**config.mk**
```make
export PLATFORM = sky130hd
export DESIGN_NAME = sdram_lp_seq
export DESIGN_NICKNAME = d
export VERILOG_FILES = /design/src/rtl/lp_seq_pkg.sv /design/src/rtl/lp_idle_timer.sv /design/src/rtl/lp_emr_updater.sv /design/src/rtl/sdram_lp_seq.sv
export SDC_FILE = /design/constraint.sdc
export NUM_CORES = 1
export LEC_CHECK = 0
export ABC_AREA = 1
export ABC_CLOCK_PERIOD_IN_PS = 1900
export BUFFER_PORTS_ARGS = -buffer_cell sky130_fd_sc_hd__buf_2
export CAP_MARGIN = 10
export CORE_MARGIN = 2
export CORE_UTILIZATION = 48
export DETAILED_ROUTE_END_ITERATION = 8
export PLACE_DENSITY = 0.75
export SLEW_MARGIN = 20
export SYNTH_ARGS = -nofsm -noshare
export SYNTH_HDL_FRONTEND = slang
export SYNTH_SLANG_ARGS = --single-unit
```
**constraint.sdc**
```tcl
create_clock -name clk -period 1.9 [get_ports clk]
set_input_delay 0.285 -clock clk [delete_from_list [all_inputs] [get_ports clk]]
set_output_delay 0.285 -clock clk [all_outputs]
set_load 0.05 [all_outputs]
```
**src/rtl/lp_seq_pkg.sv**
```systemverilog
package lp_seq_pkg;
    typedef enum logic [1:0] {
        TO_NONE  = 2'd0,
        TO_SHORT = 2'd1,
        TO_LONG  = 2'd2,
        TO_NEVER = 2'd3
    } timeout_e;

    typedef enum logic [1:0] {
        UP_OFF     = 2'd0,
        UP_SHARED  = 2'd1,
        UP_PRIVATE = 2'd2,
        UP_RSVD    = 2'd3
    } upd_policy_e;

    typedef enum logic [1:0] {
        LP_BUSY  = 2'd0,
        LP_WAIT  = 2'd1,
        LP_SLEEP = 2'd2
    } lp_state_e;

    typedef enum logic {
        UPD_IDLE = 1'b0,
        UPD_REQ  = 1'b1
    } upd_state_e;
endpackage

```
**src/rtl/lp_idle_timer.sv**
```systemverilog
module lp_idle_timer
    import lp_seq_pkg::*;
#(
    parameter int SHORT_IDLE = 64,
    parameter int LONG_IDLE  = 128
) (
    input  logic       clk,
    input  logic       rst_n,
    input  logic [1:0] timeout_code,
    input  logic       xfer_active,
    output logic       lp_req
);
    localparam int CNT_W = $clog2(LONG_IDLE + 2);
    localparam logic [CNT_W-1:0] CNT_MAX = CNT_W'(LONG_IDLE + 1);

    lp_state_e        state_q, state_d;
    logic [CNT_W-1:0] cnt_q, cnt_d, cnt_inc, delay;
    logic             reached;
    timeout_e         code;

    assign code = timeout_e'(timeout_code);

    // Saturating idle-edge count and the delay picked by the code
    always_comb begin
        cnt_inc = (cnt_q == CNT_MAX) ? cnt_q : cnt_q + 1'b1;
        unique case (code)
            TO_NONE:  delay = '0;
            TO_SHORT: delay = CNT_W'(SHORT_IDLE);
            TO_LONG:  delay = CNT_W'(LONG_IDLE);
            default:  delay = CNT_MAX;
        endcase
        reached = (code != TO_NEVER) && (cnt_inc > delay);
    end

    // Next-state logic
    always_comb begin
        state_d = state_q;
        cnt_d   = xfer_active ? '0 : cnt_inc;
        if (xfer_active) begin
            state_d = LP_BUSY;
        end else begin
            unique case (state_q)
                LP_BUSY, LP_WAIT: state_d = reached ? LP_SLEEP : LP_WAIT;
                LP_SLEEP:         state_d = (code == TO_NEVER) ? LP_WAIT : LP_SLEEP;
                default:          state_d = LP_BUSY;
            endcase
        end
    end

    // State register
    always_ff @(posedge clk) begin
        if (!rst_n) begin
            state_q <= LP_BUSY;
            cnt_q   <= '0;
        end else begin
            state_q <= state_d;
            cnt_q   <= cnt_d;
        end
    end

    // Outputs
    always_comb begin
        lp_req = (state_q == LP_SLEEP);
    end
endmodule

```
**src/rtl/lp_emr_updater.sv**
```systemverilog
module lp_emr_updater
    import lp_seq_pkg::*;
#(
    parameter int PASR_W = 3,
    parameter int DRV_W  = 2,
    localparam int EMR_W = PASR_W + DRV_W + 1
) (
    input  logic              clk,
    input  logic              rst_n,
    input  logic [PASR_W-1:0] pasr,
    input  logic [DRV_W-1:0]  drv,
    input  logic              apde,
    input  logic [1:0]        policy,
    input  logic              init_done,
    input  logic              refresh_stb,
    input  logic              acc_pending,
    input  logic              selfref_req,
    input  logic              emr_ack,
    output logic              emr_req,
    output logic [EMR_W-1:0]  emr_data,
    output logic              selfref_go
);
    localparam logic [EMR_W-1:0] FIELD_RST = EMR_W'(1);

    upd_state_e       state_q, state_d;
    upd_policy_e      pol;
    logic [EMR_W-1:0] fields, snap_q, data_q, data_d;
    logic             pending_q, pending_d;
    logic             pol_on, changed, trigger, ack_done, keep;

    assign pol     = upd_policy_e'(policy);
    assign fields  = {pasr, drv, apde};
    assign pol_on  = (pol == UP_SHARED) || (pol == UP_PRIVATE);
    assign changed = init_done && (fields != snap_q);

    // Trigger and pending-flag logic
    always_comb begin
        trigger = pending_q &&
                  (((pol == UP_SHARED) && refresh_stb && acc_pending) ||
                   ((pol == UP_PRIVATE) && selfref_req));
        ack_done  = (state_q == UPD_REQ) && emr_ack;
        keep      = ack_done ? (pol_on && (fields != data_q)) : pending_q;
        pending_d = keep || (pol_on && changed);
    end

    // Next-state logic
    always_comb begin
        state_d = state_q;
        data_d  = data_q;
        unique case (state_q)
            UPD_IDLE: if (trigger) begin
                state_d = UPD_REQ;
                data_d  = fields;
            end
            UPD_REQ:  if (emr_ack) state_d = UPD_IDLE;
            default:  state_d = UPD_IDLE;
        endcase
    end

    // State register
    always_ff @(posedge clk) begin
        if (!rst_n) begin
            state_q   <= UPD_IDLE;
            snap_q    <= FIELD_RST;
            data_q    <= FIELD_RST;
            pending_q <= 1'b0;
        end else begin
            state_q   <= state_d;
            snap_q    <= fields;
            data_q    <= data_d;
            pending_q <= pending_d;
        end
    end

    // Outputs
    always_comb begin
        emr_req    = (state_q == UPD_REQ);
        emr_data   = data_q;
        selfref_go = selfref_req && !((pol == UP_PRIVATE) && pending_q);
    end
endmodule

```
**src/rtl/sdram_lp_seq.sv**
```systemverilog
module sdram_lp_seq #(
    parameter int SHORT_IDLE = 64,
    parameter int LONG_IDLE  = 128,
    parameter int PASR_W     = 3,
    parameter int DRV_W      = 2,
    localparam int EMR_W     = PASR_W + DRV_W + 1
) (
    input  logic              clk,
    input  logic              rst_n,
    input  logic [1:0]        cfg_timeout,
    input  logic [PASR_W-1:0] cfg_pasr,
    input  logic [DRV_W-1:0]  cfg_drv,
    input  logic              cfg_apde,
    input  logic [1:0]        cfg_upd_policy,
    input  logic              init_done,
    input  logic              xfer_active,
    input  logic              acc_pending,
    input  logic              refresh_stb,
    input  logic              selfref_req,
    input  logic              emr_ack,
    output logic              lp_req,
    output logic              emr_req,
    output logic [EMR_W-1:0]  emr_data,
    output logic              selfref_go
);
    lp_idle_timer #(
        .SHORT_IDLE (SHORT_IDLE),
        .LONG_IDLE  (LONG_IDLE)
    ) u_idle (
        .clk          (clk),
        .rst_n        (rst_n),
        .timeout_code (cfg_timeout),
        .xfer_active  (xfer_active),
        .lp_req       (lp_req)
    );

    lp_emr_updater #(
        .PASR_W (PASR_W),
        .DRV_W  (DRV_W)
    ) u_upd (
        .clk         (clk),
        .rst_n       (rst_n),
        .pasr        (cfg_pasr),
        .drv         (cfg_drv),
        .apde        (cfg_apde),
        .policy      (cfg_upd_policy),
        .init_done   (init_done),
        .refresh_stb (refresh_stb),
        .acc_pending (acc_pending),
        .selfref_req (selfref_req),
        .emr_ack     (emr_ack),
        .emr_req     (emr_req),
        .emr_data    (emr_data),
        .selfref_go  (selfref_go)
    );
endmodule

```
; ---- After elaboration in Yosys (flattened, before gate mapping)
; Cells that the tools add are included.
[totals]
out_inout_bits = 9
word_cells = 50
regBits = 24
[op_classes]
magnitude_cmp = 1
n_reduce_logical = 20
n_eq_ne = 11
n_mux = 9
n_bitwise = 2
addsub = 1
[op_table]
columns = cell, n
row1 = $pmux 8 s3, 1
row2 = $ne 6x6->1, 2
row3 = $logic_and 1x1->1, 11
row4 = $add 8x1->8 const B, 1
row5 = $eq 2x2->1 const B, 4
row6 = $eq 8x8->1 const B, 1
row7 = $gt 8x8->1, 1
row8 = $mux 8, 1
row9 = $eq 2x1->1 const B, 3
row10 = $logic_not 2->1, 2
row11 = $mux 2, 2
row12 = $pmux 2 s2, 1
row13 = $reduce_or 2->1, 2
row14 = $logic_or 1x1->1, 3
row15 = $mux 1, 3
row16 = $ne 2x2->1 const B, 1
row17 = $not 1->1, 2
row18 = $pmux 1 s2, 1
row19 = $reduce_and 2->1, 1
row20 = $logic_not 1->1, 1

; ---- Longest topological paths before layout
; Gate-level depths: netlist of run 1.
[depth]
word_depth = 7
ltp_mapped = 14
depth_no_buf = 14

; ---- Hierarchy
; Synthesis of run 1 repeated with hierarchy kept, for this count alone.
[unflattened]
hier_cells = 216
hier_area_um2 = 1352.5
[modules_own_cells]
columns = module, cells_per_inst, area_each_um2, instances, seq_area_each_um2
row1 = lp_emr_updater, 124, 743.2, 1, 280.3
row2 = lp_idle_timer, 92, 609.3, 1, 200.2

; ---- Least setup slack after synthesis of run 1
; OpenSTA, ideal clock, no wires.
[synth_timing]
kind = reg-to-reg
from = register u_idle.cnt_q[0]
to = register u_idle.state_q[0]
stages_incl_launch_ff = 14
slack_ps = -18
setup_ps = 72
arrival_time_ps = 1846
synth_period_minus_slack_ps = 1918
required_time_ps = 1828
n_path_buf = 0
cell_sequence = dfxtp_1 > ha_1 > nand3_1 > nor2_1 > inv_1 > nor3_1 > nor2_1 > ha_1 > nand2_1 > inv_1 > nand2_1 > a21oi_1 > nand2_1 > a21oi_1
[synth_via]
elab_chain_len = 6
elab_cells_between_ends = 7
classes_between = 1 x add/sub / 1 x order compare / 1 x eq/ne / 3 x mux / 1 x reduce/logical
[synth_lines]
columns = element, line
row1 = start: declaration, lp_idle_timer.sv:17  ; logic [CNT_W-1:0] cnt_q, cnt_d, cnt_inc, delay;
row2 = start signal: assignment, lp_idle_timer.sv:57  ; cnt_q <= cnt_d;
row3 = $add 8x1->8 / $eq 8x8->1 (equally long branches), lp_idle_timer.sv:25  ; cnt_inc = (cnt_q == CNT_MAX) ? cnt_q : cnt_q + 1'b1;
row4 = $mux 8 *, lp_idle_timer.sv:25
row5 = named net u_idle.cnt_inc[6], lp_idle_timer.sv:17
row6 = $gt 8x8->1 *, lp_idle_timer.sv:32  ; reached = (code != TO_NEVER) && (cnt_inc > delay);
row7 = $logic_and 1x1->1 *, lp_idle_timer.sv:32
row8 = $mux 2 *, lp_idle_timer.sv:43  ; LP_BUSY, LP_WAIT: state_d = reached ? LP_SLEEP : LP_WAIT;
row9 = $pmux 2 s2 *, lp_idle_timer.sv:42  ; unique case (state_q)
row10 = end signal: assignment, lp_idle_timer.sv:56  ; state_q <= state_d;
row11 = end: declaration, lp_idle_timer.sv:16  ; lp_state_e state_q, state_d;
; The timed path passes the listed nets; every way through them passes the cells marked *.
; A chain may end at the register's enable or synchronous reset.

; ---- Final worst setup path of run 1
[layout_timing]
from = register u_idle.cnt_q[1]
to = register u_idle.state_q[0]
; Same word-level chain as after synthesis.

==> reports/qor.csv, run 1 <==
stage,metric,value,unit
finish,synthToLayoutAreaGrowth,25.74,%
critical_path,r2r.worst_path.cells,10,
finish,n_antenna_cell,0,
synth,async_flop_share,0,%
global_routing,grt_pass1_wl,4.657,mm
place,preCtsSetupSlack,-0.1092,ns
timing,setup_viol,1,
hold_path,worstHoldStart,cfg_pasr[0],
timing,skew,0.001971,ns
finish,nets,253,
timing,hold-worst-slack,0.1789,ns
power_and_ir_drop,power_density,653.4,mW/mm2
drt,drt_iter0_drc,29,
floorplan,fp.coreArea,0.002545,mm2
hold_path,holdPathStages,3,
floorplan,num_io_pins,27,
floorplan,fp.dieArea,0.003180,mm2
synth,synth_flop_cell,dfxtp_1,
clock_network,htreeDepth,1,
place,dp.cells,252,
synth,synth_area,0.001318,mm2
synth,synth_cells,191,
floorplan,fp.dieH,56.39,um
place,gp_congestion,0.7438,
synth,yosysWarnings,0,
clock_network,cts_max_path_buffers,2,
critical_path,critPathArrivalTime,2.23,ns
timing,worst_pin_slew,0.4525,ns
finish,drive_gt1_share,27.31,%
hold_path,worstHoldPathType,primary input to flop,
drt,drt_wl_total,2.820,mm
drt,vias,1252,
clock_network,holdBufCountCts,0,
critical_path,required,2.17,ns
timing,hold_viol,0,
finish,finalNonFillerCells,257,
power_and_ir_drop,power,1.082,mW
timing,max_freq,510.2,MHz
timing,fin_ws,-0.06007,ns
clock_network,cts_tree,done,
run_status,status,finished with violations,
clock_network,cts.sinks,24,
clock_network,clk_pin_slew_worst_paths,0.14,ns
run_status,violations,negative setup slack,
clock_network,cts_made_buffers,3,
finish,fin_util,65.09,%
place,dp_hpwl,2.042,mm
critical_path,critPathMaxFanout,5,
critical_path,cp-end-kind,flop,
critical_path,worstReg2RegStart,u_idle.cnt_q[1]$_SDFF_PP0_,
critical_path,path_class,flop to flop,
floorplan,initial_utilization,51.77,%
drt,route.detailed.drc,0,
floorplan,die_w,56.39,um
drt,wl_per_cell,10.97,um
timing,relSlewSlack,69.75,%
critical_path,cp-start-kind,flop,
synth,synth_seq_area_share,36.47,%
synth,synth_edf_count,0,
drt,via_per_inst,4.872,
job,cap_viol_max_count,0,
synth,ys_ff_latch,24,
timing,drv_slew,0,
power_and_ir_drop,p_leak,0.8742,nW
timing,rsz0062_at_grt,true,
global_routing,grt_pass1_vias,1115,
timing,fin_crit,1.960,ns
global_routing,grt.total_usage,18.66,%
synth,syn-mean-instance-area,6.898,um2
clock_network,root_buffer,clkbuf_4,
floorplan,rows,18,
synth,synth.distinct_cells,27,
global_routing,grt_max_degree,16,
place,io_buffers,26,
synth,syn_nets,216,
global_routing,grt_overflow,0,
drt,ant_nets,0,
clock_network,insertion_delay,0.33,ns
timing,timing.final.crit_share,103.2,%
global_routing,antenna_found_initial,0,
critical_path,startpoint,u_idle.cnt_q[1]$_SDFF_PP0_,
drt,firstDrtPassIters,4,
finish,nFillCells,237,
power_and_ir_drop,ir_drop,0.6298,mV
==> per-layer routing <==
metal / vias to the layer above / track usage (%) / share of wire, % / routed length, um
met5: - / 0 / 0 / 0
met4: 0 / 7.143 / 1.5 / 42
met3: 5 / 4.839 / 3.7 / 103
met2: 22 / 33.45 / 51 / 1432
met1: 559 / 20.96 / 44 / 1242
li1: 666 / - / - / -
==> logic make-up after synthesis <==
group	synth area share [%]
AND/OR/NAND/NOR	30.20
buffers and inverters	12.34
flip-flops	36.47
AO/OA/AOI/OAI	9.687
XOR/XNOR	4.653
adder cells (fa/ha/maj)	6.647
==> worst max-delay path, stage by stage (launching register included) <==
cell	delay, ns
dfxtp_4	0.42
nand2_4	0.06
nor2_4	0.11
nand2_2	0.08
or4_4	0.44
nand2_4	0.09
ha_4	0.20
a21o_1	0.16
a21oi_2	0.15
nand2_1	0.07
a21oi_1	0.13
==> final timing paths <==
path | end | slack, ns
setup reg to reg | u_idle.state_q[0]$_SDFF_PP0_ | -0.06
hold / removal | u_upd.snap_q[3]$_SDFF_PN0_ | 0.18
hold reg to reg | u_upd.emr_data[2]$_SDFFE_PN0P_ | 0.49
setup / recovery | u_idle.state_q[0]$_SDFF_PP0_ | -0.06
==> synth_stat cells, drive strengths merged, types with 3 or more instances <==
library cell | count | area share (%)
ha | 7 | 6.6
nor2 | 30 | 9.3
xnor2 | 3 | 2.0
nand2 | 40 | 12
nand3 | 8 | 3.0
nor4 | 3 | 1.4
inv | 37 | 11
a21oi | 13 | 4.9
dfxtp | 24 | 36
xor2 | 4 | 2.7
o21ai | 6 | 2.3
nand4 | 4 | 1.9
==> layout by cell type (no fill, tap or decap), drive strengths merged, types with 3 or more instances in the layout <==
master  netlist  routed
dfxtp        24      24
a21oi        13      13
nand2        40      40
clkbuf        1       3
xnor2         3       3
xor2          4       4
ha            7       7
inv          37      37
nor4          3       3
o21ai         6       6
nor2         30      30
buf           2      35
nand3         8       8
nand4         4       4
==> through the flow <==
| step | TNS, ns | area [um2] |
|---|---|---|
| after floorplan | 0 | 1319 |
| after global placement | -0.03226 | 1526 |
| after detailed placement | -0.1580 | 1526 |
| after CTS | 0 | 1614 |
| after global routing | -0.2180 | 1657 |
| final | -0.06007 | 1657 |
==> what timing repair did <==
action                     CTS  global route
pin swaps                    0             9
buffers inserted             0             1
cloned                       0             0
gates resized for setup     10            10
setup endpoints to repair    2             2
==> power breakdown <==
part | leakage, nW | internal (mW) | switching (mW)
sequential | 0.199 | 0.521 | 0.0148
combinational | 0.648 | 0.0604 | 0.101
clock | 0.0279 | 0.214 | 0.171
==> area by class of cell <==
type                       count  area, um2  area share [%]
sequential                    24      490.5           29.61
tap                           30      37.54           2.266
inverter                      38      142.6           8.610
clock buffer                   3      22.52           1.360
timing repair buffer          35      197.7           11.93
multi-input combinational    126      735.7           44.41
clock inverter                 1      30.03           1.813
==> registers in the layout (all words and copies together) (netlist names) <==
register,flops
u_idle.cnt_q,8
u_idle.state_q,2
u_upd.emr_data,6
u_upd.emr_req,1
u_upd.pending_q,1
u_upd.snap_q,6
Power figures use the tool's default switching activity.
==> run 2: changes to the inputs <==
--- a/config.mk
+++ b/config.mk
@@ -9,11 +9,15 @@
 export ABC_CLOCK_PERIOD_IN_PS = 1900
 export BUFFER_PORTS_ARGS = -buffer_cell sky130_fd_sc_hd__buf_2
 export CAP_MARGIN = 10
+export CELL_PAD_IN_SITES_DETAIL_PLACEMENT = 0
+export CELL_PAD_IN_SITES_GLOBAL_PLACEMENT = 1
 export CORE_MARGIN = 2
-export CORE_UTILIZATION = 48
+export CORE_UTILIZATION = 33
 export DETAILED_ROUTE_END_ITERATION = 8
 export PLACE_DENSITY = 0.75
+export SKIP_CTS_REPAIR_TIMING = 1
 export SLEW_MARGIN = 20
 export SYNTH_ARGS = -nofsm -noshare
 export SYNTH_HDL_FRONTEND = slang
+export SYNTH_HIERARCHICAL = 1
 export SYNTH_SLANG_ARGS = --single-unit
==> reports/qor.csv, run 2 <==
stage,metric,value,unit,change
synth,synth-compound-area-share,8.696,%,-0.99 points
synth,synth.distinct_cells,23,,-15%
critical_path,critPathTopFamily,simple AND/OR/NAND/NOR gates,,
timing,timing.final.crit_share,96.67,%,-6.5 points
clock_network,cts_max_path_buffers,2,,unchanged
finish,largest_reg_flops,8,,unchanged
job,cap_viol_max_count,0,,unchanged
drt,wl_per_cell,9.717,um,-11%
floorplan,num_io_pins,27,,unchanged
drt,drt_wl_total,2.954,mm,+4.8%
drt,firstDrtPassIters,4,,unchanged
hold_path,holdPathEnd,u_upd/snap_q[3]$_SDFF_PN0_,,
finish,synthToLayoutAreaGrowth,32.19,%,
global_routing,antenna_found_initial,0,,unchanged
timing,rsz0062_at_grt,true,,
synth,syn_nets,241,,+12%
synth,synth-adder-area-share,6.475,%,-0.17 points
timing,setup_viol,0,,-1
power_and_ir_drop,ir_drop,0.2708,mV,-57%
synth,synth.top_cell.area_share,35.52,%,-0.94 points
floorplan,die_w,68.02,um,+21%
finish,nFillCells,442,,+86%
power_and_ir_drop,power,1.162,mW,+7.4%
synth,synth_seq_area_share,35.52,%,-0.94 points
timing,tns,0,ns,+0.06007 ns
drt,via_per_inst,4.240,,-13%
drt,vias,1289,,+3.0%
global_routing,grt_max_degree,16,,unchanged
critical_path,crit_buf_inv,2,,+2
hold_path,worstHoldPathType,primary input to flop,,
synth,yosys.area_share.simple,34.60,%,+4.4 points
timing,relSlewSlack,70.51,%,+0.77 points
synth,synth_mux_area_share,0,%,unchanged
critical_path,path_class,flop to flop,,
synth,synth_area_leaders,"dfxtp_1 36%, nand2_1 21%, inv_1 11%",,
clock_network,htreeDepth,1,,unchanged
synth,synth_cells,216,,+13%
clock_network,insertion_delay,0.26,ns,-0.07 ns
critical_path,r2r.worst_path.cells,13,,+3
finish,largest-register,u_idle/cnt_q,,
global_routing,grt_pass1_vias,1127,,+1.1%
floorplan,fp.dieH,68.02,um,+21%
synth,synth_flop_cell,dfxtp_1,,
global_routing,grt_overflow,0,,unchanged
floorplan,fp.coreArea,0.003971,mm2,+56%
critical_path,slowest_delay,0.40,ns,-0.04 ns
place,dp.cells,296,,+17%
synth,synth-xor-area-share,1.295,%,-3.4 points
synth,synth_area,0.001353,mm2,+2.7%
power_and_ir_drop,p_leak,1.003,nW,+15%
critical_path,cp-end-kind,flop,,
critical_path,crit_slowest_cell,dfxtp_4,,
timing,fin_crit,1.837,ns,-0.1233 ns
floorplan,rows,23,,+5
synth,syn-mean-instance-area,6.262,um2,-9.2%
run_status,status,finished clean,,
synth,synth_edf_count,0,,unchanged
power_and_ir_drop,power_density,650.0,mW/mm2,-0.51%
drt,route.detailed.drc,0,,unchanged
timing,hold_viol,0,,unchanged
critical_path,critPathArrivalTime,2.03,ns,-0.20 ns
critical_path,critPathMaxFanout,4,,-1
critical_path,cp_cell_sequence,ha_4 -> nand3_4 -> nor2_4 -> inv_2 -> nor3_4 -> nor2_1 -> ha_1 -> nand2_1 -> inv_2 -> nand2_2 -> a21oi_2 -> nand2_1 -> a21oi_1,,
synth,synth_top_area_cell,dfxtp_1,,
synth,synthTopCellsByCount,"75 x nand2_1, 40 x inv_1, 24 x dfxtp_1",,
finish,drive_gt1_share,26.77,%,-0.54 points
clock_network,clk_pin_slew_worst_paths,0.09,ns,-0.05 ns
global_routing,grt_pass1_wl,4.774,mm,+2.5%
critical_path,required,2.10,ns,-0.07 ns
timing,skew,0.0009389,ns,-0.001032 ns
finish,nets,280,,+11%
clock_network,cts_tree,done,,
timing,drv_slew,0,,unchanged
synth,async_flop_share,0,%,unchanged
global_routing,grt.total_usage,13.78,%,-4.9 points
place,io_buffers,26,,unchanged
synth,yosysWarnings,6,,+6
critical_path,ff2ff_setup_slack,0.06,ns,+0.12 ns
timing,max_freq,544.4,MHz,+6.7%
hold_path,holdPathStages,3,,unchanged
timing,worst_pin_slew,0.4411,ns,-0.01145 ns
finish,final_cell_mix,"74 x nand2_1, 34 x inv_1, 26 x buf_2",,
clock_network,cts.sinks,24,,unchanged
hold_path,worstHoldStart,cfg_pasr[0],,
clock_network,root_buffer,clkbuf_8,,
drt,drt_iter0_drc,63,,+120%
finish,n_antenna_cell,0,,unchanged
clock_network,cts_made_buffers,3,,unchanged
place,gp_congestion,0.7538,,+1.3%
critical_path,rr_endpoint,u_idle/state_q[0]$_SDFF_PP0_,,
floorplan,initial_utilization,34.06,%,-18 points
place,dp_hpwl,2.151,mm,+5.3%
critical_path,cp-start-kind,flop,,
critical_path,worstReg2RegStart,u_idle/cnt_q[0]$_SDFF_PP0_,,
finish,layout_commonest_cell,nand2_1,,
synth,ys_ff_latch,24,,unchanged
finish,finalNonFillerCells,304,,+18%
floorplan,fp.dieArea,0.004627,mm2,+46%
synth,synth_top_family_by_area,simple AND/OR/NAND/NOR gates,,
synth,yosysMostFrequentCell,nand2_1,,
drt,ant_nets,0,,unchanged
run 2: area by class of cell:
| cell class | count | area, um2 | share of cell area (%) |
|---|---|---|---|
| multi-input cells | 145 | 779.5 | 43.60 |
| clock buffers | 3 | 41.29 | 2.309 |
| inverters | 45 | 168.9 | 9.447 |
| flip-flops and latches | 24 | 496.7 | 27.78 |
| clock inverters | 1 | 30.03 | 1.680 |
| repair buffers | 36 | 209.0 | 11.69 |
| well taps | 50 | 62.56 | 3.499 |
run 2: stage by stage:
stage	hold WS [ns]	util, %	instance area (um2)	worst slack, ns
6_report	0.2476	45.02	1788	0.06322
5_1_grt	0.2467	45.02	1788	-0.09311
4_1_cts	0.2363	41.56	1650	-0.05494
3_5_place_dp	0.4734	39.76	1579	-0.01915
3_3_place_gp	0.4747	39.76	1579	0.02065
2_1_floorplan	0.3785	-	1354	0.05544
run 2: worst max path at each step:
stage / depth (start not counted) / end / startpoint
final: 13 / u_idle/state_q[0]$_SDFF_PP0_ / u_idle/cnt_q[0]$_SDFF_PP0_
after global routing: 13 / u_idle/state_q[0]$_SDFF_PP0_ / u_idle/cnt_q[0]$_SDFF_PP0_
after CTS: 13 / u_idle/state_q[0]$_SDFF_PP0_ / u_idle/cnt_q[1]$_SDFF_PP0_
after detailed placement: 13 / u_idle/state_q[0]$_SDFF_PP0_ / u_idle/cnt_q[1]$_SDFF_PP0_
after global placement: 10 / u_idle/state_q[0]$_SDFF_PP0_ / u_idle/cnt_q[3]$_SDFF_PP0_
after floorplan: 13 / u_idle/state_q[0]$_SDFF_PP0_ / u_idle/cnt_q[0]$_SDFF_PP0_
run 2: cells by family after synthesis:
| kind of cell | after synthesis |
|---|---|
| xor gates and xnor gates | 2 |
| DFF | 24 |
| AOI/OAI and AO/OA | 22 |
| buffers and inverters | 47 |
| adders and majority gates | 7 |
| and+or+nand+nor | 114 |
run 2: where the power goes:
part	switching [mW]	total, mW	internal [mW]
sequential	0.0139	0.532	0.518
clock	0.177	0.459	0.282
combinational	0.108	0.172	0.0641
total	0.299	1.16	0.864
run 2: per-layer routing:
metal  vias up  track usage, %  wire, um
met4         0           6.750        41
met3         2           1.974        67
li1        731               -         -
met5         -               0         0
met2        14           21.36      1295
met1       542           18.62      1549
run 2: tightest hold or removal path, stage by stage:
cell,delay [ns]
buf_2,0.12
nand2_1,0.05
inv_1,0.04
==> run 3: changes to the inputs <==
--- a/config.mk
+++ b/config.mk
@@ -6,15 +6,16 @@
 export NUM_CORES = 1
 export LEC_CHECK = 0
 export ABC_AREA = 1
-export ABC_CLOCK_PERIOD_IN_PS = 1900
+export ABC_CLOCK_PERIOD_IN_PS = 1950
 export BUFFER_PORTS_ARGS = -buffer_cell sky130_fd_sc_hd__buf_2
 export CAP_MARGIN = 10
 export CELL_PAD_IN_SITES_DETAIL_PLACEMENT = 0
 export CELL_PAD_IN_SITES_GLOBAL_PLACEMENT = 1
 export CORE_MARGIN = 2
-export CORE_UTILIZATION = 33
+export CORE_UTILIZATION = 39
+export CTS_BUF_LIST = sky130_fd_sc_hd__clkbuf_8
 export DETAILED_ROUTE_END_ITERATION = 8
-export PLACE_DENSITY = 0.75
+export PLACE_DENSITY = 0.83
 export SKIP_CTS_REPAIR_TIMING = 1
 export SLEW_MARGIN = 20
 export SYNTH_ARGS = -nofsm -noshare
==> constraint.sdc (replaced) <==
create_clock -name clk -period 1.95 [get_ports clk]
set_input_delay 0.2925 -clock clk [delete_from_list [all_inputs] [get_ports clk]]
set_output_delay 0.2925 -clock clk [all_outputs]
set_load 0.05 [all_outputs]
==> reports/qor.csv, run 3 (synthesis results as in run 2) <==
stage,metric,value,unit,change
finish,fin_util,50.66,%,+5.6 points
critical_path,required,2.14,ns,+0.04 ns
global_routing,grt.total_usage,14.58,%,+0.81 points
job,cap_viol_max_count,0,,unchanged
place,dp_hpwl,2.133,mm,-0.84%
power_and_ir_drop,power_density,574.0,mW/mm2,-12%
floorplan,num_io_pins,27,,unchanged
clock_network,clk_pin_slew_worst_paths,0.08,ns,about the same
timing,hold-worst-slack,0.2654,ns,+0.01786 ns
timing,worst_pin_slew,0.4597,ns,+0.01859 ns
run_status,status,finished clean,,
critical_path,cp_cell_sequence,buf_4 -> nand4_2 -> or3_4 -> nand2_1 -> ha_1 -> a21o_1 -> a21oi_2 -> nand2_1 -> a21oi_2,,
finish,nFillCells,376,,-15%
power_and_ir_drop,p_leak,0.9525,nW,-5.0%
finish,largest-register,u_idle/cnt_q,,
drt,firstDrtPassIters,4,,unchanged
timing,fin_crit,1.885,ns,+0.04796 ns
place,io_buffers,26,,unchanged
clock_network,cts.sinks,24,,unchanged
power_and_ir_drop,pwr-share-seq,53.5,%,+7.8 points
critical_path,cp-end-kind,flop,,
power_and_ir_drop,combPwrFrac,17.3,%,+2.5 points
timing,max_freq,530.6,MHz,-2.5%
finish,drive_gt1_share,23.51,%,-3.3 points
finish,final_cell_mix,"75 x nand2_1, 39 x inv_1, 26 x buf_2",,
place,placed_area,0.001565,mm2,-0.87%
global_routing,grt_pass1_wl,4.740,mm,-0.71%
timing,timing.final.crit_share,96.65,%,about the same
clock_network,root_buffer,clkbuf_8,,
timing,drv_slew,0,,unchanged
critical_path,crit_slowest_cell,dfxtp_4,,
global_routing,grt_overflow,0,,unchanged
drt,drt_wl_total,2.794,mm,-5.4%
drt,drt_iter0_drc,31,,-51%
critical_path,crit_buf_inv,1,,-1
power_and_ir_drop,internal_power,0.7055,mW,-18%
floorplan,fp.dieArea,0.003955,mm2,-15%
finish,largest_reg_flops,8,,unchanged
drt,ant_nets,0,,unchanged
global_routing,antenna_found_initial,0,,unchanged
clock_network,cts_max_path_buffers,2,,unchanged
drt,route.detailed.drc,0,,unchanged
timing,tns,0,ns,unchanged
power_and_ir_drop,p_switching,0.2647,mW,-11%
drt,vias,1296,,+0.54%
clock_network,cts_made_buffers,3,,unchanged
critical_path,r2r.worst_path.cells,9,,-4
finish,finalInstanceArea,0.001690,mm2,-5.5%
hold_path,holdPathStages,3,,unchanged
timing,relSlewSlack,69.27,%,-1.2 points
global_routing,grt_max_degree,16,,unchanged
timing,setup_viol,0,,unchanged
critical_path,critPathArrivalTime,2.08,ns,+0.05 ns
timing,skew,0.003743,ns,+0.002804 ns
critical_path,critPathMaxFanout,4,,unchanged
critical_path,critPathTopFamily,simple AND/OR/NAND/NOR gates,,
critical_path,slowest_delay,0.38,ns,-0.02 ns
finish,layout_commonest_cell,nand2_1,,
global_routing,grt_pass1_vias,1146,,+1.7%
critical_path,cp-start-kind,flop,,
hold_path,worstHoldPathType,primary input to flop,,
drt,via_per_inst,4.364,,+2.9%
finish,multi_input_area,739.5,um2,-5.1%
floorplan,rows,21,,-8.7%
power_and_ir_drop,p_clk_share,29.2,%,-10 points
finish,synthToLayoutAreaGrowth,24.98,%,
power_and_ir_drop,switching_share,27.29,%,+1.6 points
critical_path,path_depth,9,,-4
floorplan,fp.coreArea,0.003337,mm2,-16%
floorplan,die_w,62.89,um,-7.5%
critical_path,path_class,flop to flop,,
timing,hold_viol,0,,unchanged
floorplan,fp.dieH,62.89,um,-7.5%
drt,wl_per_cell,9.407,um,-3.2%
clock_network,cts_tree,done,,
floorplan,initial_utilization,40.53,%,+6.5 points
finish,n_antenna_cell,0,,unchanged
finish,nets,278,,-0.71%
clock_network,insertion_delay,0.26,ns,about the same
place,gp_congestion,0.8054,,+6.8%
power_and_ir_drop,ir_drop,0.3104,mV,+15%
clock_network,htreeDepth,1,,unchanged
timing,rsz0062_at_grt,true,,
finish,area.sequential,493.0,um2,-0.76%
-- run 3: cell count changes in the layout (fill, tap and decap cells not counted), sizes merged --
cell    delta
buf        -2
bufinv     -1
-- run 3: cell type report --
type | count | area share (%)
clock buffers | 3 | 2.443
inverters | 45 | 9.993
multi-input cells | 145 | 43.75
flip-flops and latches | 24 | 29.16
well taps | 46 | 3.405
repair buffers | 34 | 11.25
-- run 3: layer usage --
| layer | part of all wire [%] | vias to the layer above | wire (um) | track usage [%] |
|---|---|---|---|---|
| met3 | 3.1 | 0 | 87 | 2.523 |
| met5 | 0 | - | 0 | 0 |
| met2 | 48 | 16 | 1338 | 24.60 |
| li1 | - | 726 | - | - |
| met1 | 49 | 554 | 1368 | 18.98 |
| met4 | 0 | 0 | 0 | 4.167 |
-- run 3: worst reg2reg max path: cells and delay by family, from the launching register on --
kind            cells  cell delay [ns]
simple gates        4             0.62
buf+inv             1             0.14
flops               1             0.38
fa+ha+maj           1             0.24
compound gates      3             0.44
-- run 3: path summary, 6_finish.rpt --
| kind | startpoint | slack [ns] | to |
|---|---|---|---|
| worst min register to register | u_upd/emr_data[4]$_SDFFE_PN0P_ | 0.48 | u_upd/emr_data[4]$_SDFFE_PN0P_ |
| worst max-delay path | u_idle/cnt_q[0]$_SDFF_PP0_ | 0.07 | u_idle/state_q[0]$_SDFF_PP0_ |
| worst min-delay path | cfg_pasr[1] | 0.27 | u_upd/snap_q[4]$_SDFF_PN0_ |
| worst max register to register | u_idle/cnt_q[0]$_SDFF_PP0_ | 0.07 | u_idle/state_q[0]$_SDFF_PP0_ |
-- run 3: metrics by stage --
stage               instances  worst slack, ns  total power [mW]
finish                    297          0.06526            0.9702
CTS                       294        0.0007689            0.9836
global route              297         -0.04536             1.033
detailed placement        291          0.03044            0.6932
floorplan                 216          0.02605            0.6379
global placement          291          0.05954            0.6929
-- run 3: power by group through the flow --
stage	Combinational (mW)	Clock (mW)	Sequential (mW)
after global placement	0.161	0	0.532
after CTS	0.162	0.301	0.520
after floorplan	0.0887	0	0.549
after detailed placement	0.161	0	0.532
after global routing	0.193	0.318	0.522
final	0.168	0.283	0.519
